$ cat src/rtl/irq_resp_pkg.sv
package irq_resp_pkg;

    localparam int LEVEL_W   = 3;
    localparam int NUM_LINES = (1 << LEVEL_W) - 1;
    localparam int VEC_W     = 8;

    // Index of each synchronised strobe inside the synchroniser vector
    localparam int SIG_IACK  = 0;
    localparam int SIG_AS    = 1;
    localparam int SIG_DS0   = 2;
    localparam int NUM_SYNC  = 3;

    typedef enum logic [3:0] {
        ST_IDLE,
        ST_IRQ,
        ST_WAIT_AS,
        ST_WAIT_DS,
        ST_CHECK,
        ST_DATA_OUT,
        ST_DTACK,
        ST_PASS_PEND,
        ST_PASS_IDLE
    } resp_state_e;

    typedef struct packed {
        resp_state_e            state;
        logic [LEVEL_W-1:0]     level;
        logic [NUM_LINES-1:0]   irq_n;
        logic [VEC_W-1:0]       data;
        logic                   oe;
        logic                   dtack_n;
    } resp_regs_t;

endpackage

$ cat src/rtl/strobe_sync.sv
module strobe_sync #(
    parameter int WIDTH  = 3,
    parameter int STAGES = 2
) (
    input  logic             clk,
    input  logic             rst_n,
    input  logic [WIDTH-1:0] async_i,
    output logic [WIDTH-1:0] level_o,
    output logic [WIDTH-1:0] edge_o
);

    logic [WIDTH-1:0] chain_q [STAGES];
    logic [WIDTH-1:0] chain_d [STAGES];
    logic [WIDTH-1:0] prev_q;
    logic [WIDTH-1:0] prev_d;

    always_comb begin
        chain_d[0] = async_i;
        prev_d     = chain_q[STAGES-1];
    end

    for (genvar s = 1; s < STAGES; s++) begin : g_stage
        always_comb chain_d[s] = chain_q[s-1];
    end

    always_ff @(posedge clk) begin
        if (!rst_n) begin
            for (int s = 0; s < STAGES; s++) chain_q[s] <= '1;
            prev_q <= '1;
        end else begin
            for (int s = 0; s < STAGES; s++) chain_q[s] <= chain_d[s];
            prev_q <= prev_d;
        end
    end

    assign level_o = chain_q[STAGES-1];
    assign edge_o  = chain_q[STAGES-1] ^ prev_q;

endmodule

$ cat src/rtl/level_line_decode.sv
module level_line_decode
    import irq_resp_pkg::*;
(
    input  logic [LEVEL_W-1:0]   level_i,
    output logic [NUM_LINES-1:0] lines_n_o
);

    for (genvar i = 0; i < NUM_LINES; i++) begin : g_line
        assign lines_n_o[i] = (level_i != LEVEL_W'(i + 1));
    end

endmodule

$ cat src/rtl/iack_fsm.sv
module iack_fsm
    import irq_resp_pkg::*;
(
    input  logic                 clk,
    input  logic                 rst_n,
    input  logic                 req_i,
    input  logic [LEVEL_W-1:0]   level_i,
    input  logic [NUM_LINES-1:0] lines_n_i,
    input  logic [VEC_W-1:0]     vector_i,
    input  logic [NUM_SYNC-1:0]  sync_lvl_i,
    input  logic [NUM_SYNC-1:0]  sync_edge_i,
    input  logic [LEVEL_W-1:0]   addr_i,
    input  logic                 write_n_i,
    output logic [NUM_LINES-1:0] irq_n_o,
    output logic [VEC_W-1:0]     data_o,
    output logic                 data_oe_o,
    output logic                 dtack_n_o,
    output logic                 pass_o
);

    resp_regs_t r_q, r_d;

    logic iack_fall, as_low, as_rise, ds0_low, ds0_rise;

    always_comb begin
        iack_fall = sync_edge_i[SIG_IACK] & ~sync_lvl_i[SIG_IACK];
        as_low    = ~sync_lvl_i[SIG_AS];
        as_rise   = sync_edge_i[SIG_AS] & sync_lvl_i[SIG_AS];
        ds0_low   = ~sync_lvl_i[SIG_DS0];
        ds0_rise  = sync_edge_i[SIG_DS0] & sync_lvl_i[SIG_DS0];
    end

    always_comb begin
        r_d = r_q;
        case (r_q.state)
            ST_IDLE: begin
                r_d.irq_n = '1;
                if (req_i && (level_i != '0)) begin
                    r_d.state = ST_IRQ;
                    r_d.level = level_i;
                    r_d.irq_n = lines_n_i;
                end else if (iack_fall) begin
                    r_d.state = ST_PASS_IDLE;
                end
            end
            ST_IRQ: begin
                if (iack_fall) r_d.state = ST_WAIT_AS;
            end
            ST_WAIT_AS: begin
                if (as_low) r_d.state = ST_WAIT_DS;
            end
            ST_WAIT_DS: begin
                if (ds0_low) r_d.state = ST_CHECK;
            end
            ST_CHECK: begin
                if ((addr_i == r_q.level) && write_n_i) begin
                    r_d.state = ST_DATA_OUT;
                    r_d.data  = vector_i;
                    r_d.oe    = 1'b1;
                end else begin
                    r_d.state = ST_PASS_PEND;
                end
            end
            ST_DATA_OUT: begin
                r_d.state   = ST_DTACK;
                r_d.dtack_n = 1'b0;
            end
            ST_DTACK: begin
                if (ds0_rise || !ds0_low) begin
                    r_d.state   = ST_IDLE;
                    r_d.dtack_n = 1'b1;
                    r_d.oe      = 1'b0;
                    r_d.data    = '0;
                    r_d.irq_n   = '1;
                end
            end
            ST_PASS_PEND: begin
                if (as_rise) r_d.state = ST_IRQ;
            end
            ST_PASS_IDLE: begin
                if (as_rise) r_d.state = ST_IDLE;
            end
            default: r_d.state = ST_IDLE;
        endcase
    end

    always_ff @(posedge clk) begin
        if (!rst_n) begin
            r_q.state   <= ST_IDLE;
            r_q.level   <= '0;
            r_q.irq_n   <= '1;
            r_q.data    <= '0;
            r_q.oe      <= 1'b0;
            r_q.dtack_n <= 1'b1;
        end else begin
            r_q <= r_d;
        end
    end

    assign irq_n_o   = r_q.irq_n;
    assign data_o    = r_q.data;
    assign data_oe_o = r_q.oe;
    assign dtack_n_o = r_q.dtack_n;
    assign pass_o    = (r_q.state == ST_PASS_PEND) || (r_q.state == ST_PASS_IDLE);


    release_after_ds0_chk: assert property (@(posedge clk) disable iff (!rst_n)
        (r_q.state == ST_DTACK && ds0_rise) |=> (dtack_n_o && !data_oe_o && (&irq_n_o)));


    pending_line_stable_chk: assert property (@(posedge clk) disable iff (!rst_n)
        (r_q.state inside {ST_IRQ, ST_WAIT_AS, ST_WAIT_DS, ST_CHECK, ST_DATA_OUT, ST_PASS_PEND})
        |=> $stable(irq_n_o));


    dtack_with_data_chk: assert property (@(posedge clk) disable iff (!rst_n)
        !dtack_n_o |-> (data_oe_o && !(&irq_n_o)));


    no_drive_while_passing_chk: assert property (@(posedge clk) disable iff (!rst_n)
        pass_o |-> (dtack_n_o && !data_oe_o));

endmodule

$ cat src/rtl/vme_irq_responder.sv
module vme_irq_responder
    import irq_resp_pkg::*;
(
    input  logic                 clk,
    input  logic                 rst_n,
    input  logic                 req_i,
    input  logic [LEVEL_W-1:0]   level_i,
    input  logic [VEC_W-1:0]     vector_i,
    input  logic                 iackin_n_i,
    input  logic                 as_n_i,
    input  logic                 ds0_n_i,
    input  logic [LEVEL_W-1:0]   addr_i,
    input  logic                 write_n_i,
    output logic [NUM_LINES:1]   irq_n_o,
    output logic [VEC_W-1:0]     data_o,
    output logic                 data_oe_o,
    output logic                 dtack_n_o,
    output logic                 iackout_n_o
);

    logic [NUM_SYNC-1:0]  raw_strobes;
    logic [NUM_SYNC-1:0]  sync_lvl;
    logic [NUM_SYNC-1:0]  sync_edge;
    logic [NUM_LINES-1:0] decoded_n;
    logic [NUM_LINES-1:0] lines_n;
    logic                 passing;

    always_comb begin
        raw_strobes           = '1;
        raw_strobes[SIG_IACK] = iackin_n_i;
        raw_strobes[SIG_AS]   = as_n_i;
        raw_strobes[SIG_DS0]  = ds0_n_i;
    end

    strobe_sync #(
        .WIDTH  (NUM_SYNC),
        .STAGES (2)
    ) i_sync (
        .clk     (clk),
        .rst_n   (rst_n),
        .async_i (raw_strobes),
        .level_o (sync_lvl),
        .edge_o  (sync_edge)
    );

    level_line_decode i_decode (
        .level_i   (level_i),
        .lines_n_o (decoded_n)
    );

    iack_fsm i_fsm (
        .clk         (clk),
        .rst_n       (rst_n),
        .req_i       (req_i),
        .level_i     (level_i),
        .lines_n_i   (decoded_n),
        .vector_i    (vector_i),
        .sync_lvl_i  (sync_lvl),
        .sync_edge_i (sync_edge),
        .addr_i      (addr_i),
        .write_n_i   (write_n_i),
        .irq_n_o     (lines_n),
        .data_o      (data_o),
        .data_oe_o   (data_oe_o),
        .dtack_n_o   (dtack_n_o),
        .pass_o      (passing)
    );

    assign irq_n_o     = lines_n;
    // Raw strobe forwarded without synchronisation to bound chain delay
    assign iackout_n_o = passing ? as_n_i : 1'b1;


    single_line_chk: assert property (@(posedge clk) disable iff (!rst_n)
        $onehot0(~irq_n_o));


    iackout_idle_high_chk: assert property (@(posedge clk) disable iff (!rst_n)
        !iackout_n_o |-> (dtack_n_o && !data_oe_o));

endmodule

$ cat config.mk
export PLATFORM = sky130hd
export DESIGN_NAME = vme_irq_responder
export DESIGN_NICKNAME = d
export VERILOG_FILES = /design/src/rtl/irq_resp_pkg.sv /design/src/rtl/strobe_sync.sv /design/src/rtl/level_line_decode.sv /design/src/rtl/iack_fsm.sv /design/src/rtl/vme_irq_responder.sv
export SDC_FILE = /design/constraint.sdc
export NUM_CORES = 1
export LEC_CHECK = 0
export ABC_AREA = 1
export BUFFER_PORTS_ARGS = -buffer_cell sky130_fd_sc_hd__buf_2
export CORE_AREA = 2 2 57 59
export CTS_CLUSTER_DIAMETER = 120
export DETAILED_ROUTE_END_ITERATION = 7
export DIE_AREA = 0 0 59 61
export PLACE_DENSITY_LB_ADDON = 0.15
export SLEW_MARGIN = 20
export SYNTH_ARGS = -nofsm -noshare
export SYNTH_HDL_FRONTEND = slang
export SYNTH_SLANG_ARGS = --single-unit
$ cat constraint.sdc
create_clock -name clk -period 3.2 [get_ports clk]
set_input_delay 0.64 -clock clk [delete_from_list [all_inputs] [get_ports clk]]
set_output_delay 0.64 -clock clk [all_outputs]
set_load 0.02 [all_outputs]
Word-level counts from Yosys, hierarchy flattened. Memories as Yosys holds them, arrays and structs flattened. Index checks and enable logic that the tools add are counted.

Bits in registers: 27. Latch bits: 0. RAM bits: 6. Memory bits (read-only): 0. Output and inout bits: 18. Memories kept: 1.

$add $sub $neg: 0. Multipliers: 0. Div/mod/pow operators: 0. Magnitude comparators: 0. Eq/ne operators: 24. Shift operators: 0. Muxes and demuxes: 21. Bitwise operators: 7. Reductions and logical operators: 14.

Memory list: i_sync.chain_q (depth 2, bits a word 3, rd ports 2, clocked after memory_dff 0, write ports 2, line strobe_sync.sv:12) `logic [WIDTH-1:0] chain_q [STAGES];`.

Operators with widths (number): $pmux W4 S9 (1); $mux W4 (8); $pmux W9 S2 (1); $mux W17 (1); $eq A4 B3 Y1 const B (4); $pmux W7 S2 (1); $ne A3 B3 Y1 const B (4); $ne A2 B1 Y1 const B (5); $mux W9 (1); $eq A4 B2 Y1 const B (2); $mux W7 (1); $reduce_and A7 Y1 (1); $mux W3 (2); $ne A3 B1 Y1 const B (2); $ne A3 B2 Y1 const B (2); $reduce_and A2 Y1 (3); $reduce_bool A2 Y1 (3); $eq A4 B1 Y1 const B (1); $eq A4 B4 Y1 const B (1); $logic_not A4 Y1 (1); $ne A2 B2 Y1 const B (2); $and A1 B1 Y1 (3); $eq A3 B3 Y1 (1); $mux W1 (3); 9 further kinds (12).

Logic depth before layout (Yosys ltp). An unclocked memory read counts as a cell.

Word-level depth: 6. Mapped depth: 11. Mapped depth without buffers: 11.

By module. From an unflattened synthesis, not the netlist that was laid out.

Cells, all modules: 246. Area, all modules: 1711.6 sq um.

By module, submodules not included: iack_fsm (times used 1, cells each 194, area each 1353.8 sq um); strobe_sync (times used 1, cells each 40, area each 304.0 sq um); level_line_decode (times used 1, cells each 10, area each 46.3 sq um); vme_irq_responder (times used 1, cells each 2, area each 7.5 sq um).

Worst setup path before layout. No wires, ideal clock.

Path type: register -> output. Start point: reg i_fsm.r_q[22] in the netlist's numbering. End point: out iackout_n_o. Arrival: 0.827 ns. Data required time: 2.560 ns. Setup slack: 1.733 ns. Stages on the path, launching flop included: 6. Cell sequence: dfxtp_1 inv_2 nor2_4 nand2_1 nand2_1 nand2_1.

Cells in the longest elaborated chain, start to end: 3. Elaborated cells between the ends (all ways): 4.

RTL lines: start, declared (line iack_fsm.sv:21) `resp_regs_t r_q, r_d;`; start signal, assigned (line iack_fsm.sv:96) `r_q <= r_d;`; $eq A4 B3 Y1 / $eq A4 B4 Y1 (equally long branches) (line iack_fsm.sv:104) `assign pass_o = (r_q.state == ST_PASS_PEND) || (r_q.state == ST_PASS_IDLE);`; $logic_or A1 B1 Y1 * (line iack_fsm.sv:104); $mux W1 * (line vme_irq_responder.sv:71) `assign iackout_n_o = passing ? as_n_i : 1'b1;`; end, declared (line vme_irq_responder.sv:18) `output logic iackout_n_o`.

Mark *: on every way between the ends. The rest lies on a longest branch, timed or not.

Final worst setup path.
Start point: reg i_fsm.r_q[21] in the netlist's numbering. End point: out iackout_n_o.

Same word-level chain as after synthesis.

==> qor.csv <==
metric,value,unit
hold_buffers,0,
grt_pass1_vias,1206,
antenna_found_initial,0,
cp-start-kind,flip-flop,
rrSetupSlack,1.80,ns
wire_per_inst,10.0,um
htree_levels,2,
crit_chain,"nand2_1, inv_1, nand2_1, nand2_1, nand2_1, buf_2",
numCtsBuffers,5,
cp_common_cell,nand2_1,
cts_tree,built,
netlist-cell-type-count,19,
syn_to_final_growth,12.2,%
vdd_drop_max,0.328,mV
cp_num_buf_inv,2,
hold_violations,0,
drive_gt1_share,30.3,%
yosysTopAreaCellShare,41.7,%
fin_crit_sh,61.8,%
p_total,0.00141,W
status,finished clean,
port_buffers,38,
synth_common_cells,"nand2_1 (63), dfxtp_1 (32), inv_1 (18), nand3_1 (18), nor2_1 (16)",
core-area,2950,um^2
drt_iter0_drc,42,
postCtsSetupBuffers,0,
slew_violations,0,
min_path_type,reg -> reg,
die_width,59,um
cap_violations,0,
setup_viol,0,
end_kind,primary output,
synth_top_area_cell,dfxtp_1,
finalNetCount,264,
crit_arrival,1.34,ns
synthArstFlopShare,0,%
synth.most_common_cell,nand2_1,
stdcell_count,277,
synth.area.top_cells,"dfxtp_1 (42%), nand2_1 (15%), buf_4 (7.3%)",
n_antenna_cell,0,
first_pass_iters,4,
post-dp-hpwl,2130,um
synth_area_per_cell,7.14,um^2
worstMarginPinSlew,0.322,ns
grt_pass1_wl,4940,um
p_leak,0.901,nW
vias,1289,
clkLatencyLatePin,0.34,ns
fmax,0.505,GHz
crit_type,reg -> out,
grt_max_degree,19,
rsz0062_at_grt,false,
synth_edf_count,0,
synthCells,215,
clkTransAtPathRegs,0.10,ns
cts_resized,0,
grt_usage,18.5,%
synth_top_flop_cell,dfxtp_1,
die_h,61,um
num_io_pins,39,
syn_area,1540,um^2
syn_nets,236,
crit_required,2.56,ns
slew_headroom,78.6,%
worst_path_max_delay_cell,dfxtp_1,
post-route-min-period,1.98,ns
fin_worst_skew,0.00721,ns
start_util,52.0,%
cts_root_buf,clkbuf_4,
wl,2770,um
overflow,0,
gp_congestion,0.932,
tns,0,ns
path_delay_family,flip-flops,
cts_sinks,32,
power_per_cell_area,819,nW/um^2
fp-row-count,20,
synth_seq_area_share,41.7,%
drt-vias-per-instance,4.65,
die_area,3600,um^2
drc,0,
dp.cells,269,
clock_path_buffers,2,
ant_nets,0,
ys_ff_latch,32,
slowest_delay,0.46,ns
worst-path-max-fanout,6,
synth_warnings,0,
==> sequential cells by signal, indices dropped and copies added, names as in the netlist <==
| name | count |
|---|---|
| i_sync.prev_q | 2 |
| i_fsm.data_o | 8 |
| i_sync.chain_q | 6 |
| i_fsm.data_oe_o | 1 |
| i_fsm.irq_n_o | 7 |
| i_fsm.dtack_n_o | 1 |
| i_fsm.r_q | 7 |
==> path summary, 6_finish.rpt <==
kind,from,endpoint,cells after the start
min reg2reg,i_sync.chain_q[0][0],i_sync.chain_q[0][3],1
min,i_sync.chain_q[0][0],i_sync.chain_q[0][3],1
max reg2reg,i_fsm.r_q[21],i_fsm.irq_n_o[0],9
max,i_fsm.r_q[21],iackout_n_o,6
==> stage by stage <==
step	cell area, um^2	hold WS [ns]	util, %	setup slack (ns)
after floorplan	1540	0.392	-	1.73
after global placement	1650	0.396	55.8	1.56
after detailed placement	1650	0.397	55.8	1.55
after CTS	1720	0.421	58.3	1.20
after global routing	1720	0.436	58.3	1.09
final	1720	0.422	58.3	1.22
==> report_power, final <==
| group | internal [W] | total, W | switching (W) |
|---|---|---|---|
| clock | 0.000164 | 0.000300 | 0.000136 |
| sequential | 0.000480 | 0.000537 | 0.0000572 |
| combinational | 0.000197 | 0.000574 | 0.000377 |
| total | 0.000840 | 0.00141 | 0.000570 |
==> cells by family after synthesis <==
group                  share of synthesized area (%)
buffers and inverters                           14.2
and+or+nand+nor                                 37.6
DFF                                             41.7
AOI/OAI and AO/OA                               6.52
==> cell type report <==
type	count	area (um^2)
clock inverter	2	35.0
tap	33	41.3
sequential	32	641
inverter	26	97.6
multi-input combinational	140	677
fill	313	1230
clock buffer	6	41.3
timing repair buffer	38	190
==> routing by layer <==
metal,up-vias,global-route usage (%),wire (um)
met2,31,30.2,1220
met3,6,6.18,164
met4,0,7.79,50
met1,544,22.4,1340
met5,-,0,0
li1,708,-,-
==> worst reg2reg max path: stages, from the launching register on <==
cell and delay (ns):
dfxtp_1 0.46, inv_2 0.08, nor2_4 0.15, nand2_2 0.11
inv_2 0.10, nand2_4 0.07, nand2_4 0.10, inv_2 0.08
nand2_1 0.06, nand3_1 0.07
==> placed cells by master (no fill, tap or decap) <==
cell type / instances
or2_2: 6
o21ai_0: 12
inv_2: 8
nand2_2: 6
bufinv_16: 1
inv_1: 18
clkinv_2: 1
nand3_4: 1
buf_2: 38
clkbuf_4: 5
nand2_1: 63
nand2_4: 2
nor3_1: 1
clkbuf_1: 1
nor2_2: 2
nor2_1: 16
nand4_1: 2
nand3_1: 18
o31ai_1: 2
nor2_4: 4
a21oi_1: 5
dfxtp_1: 32
No activity file was read; power rests on OpenSTA's default activity.
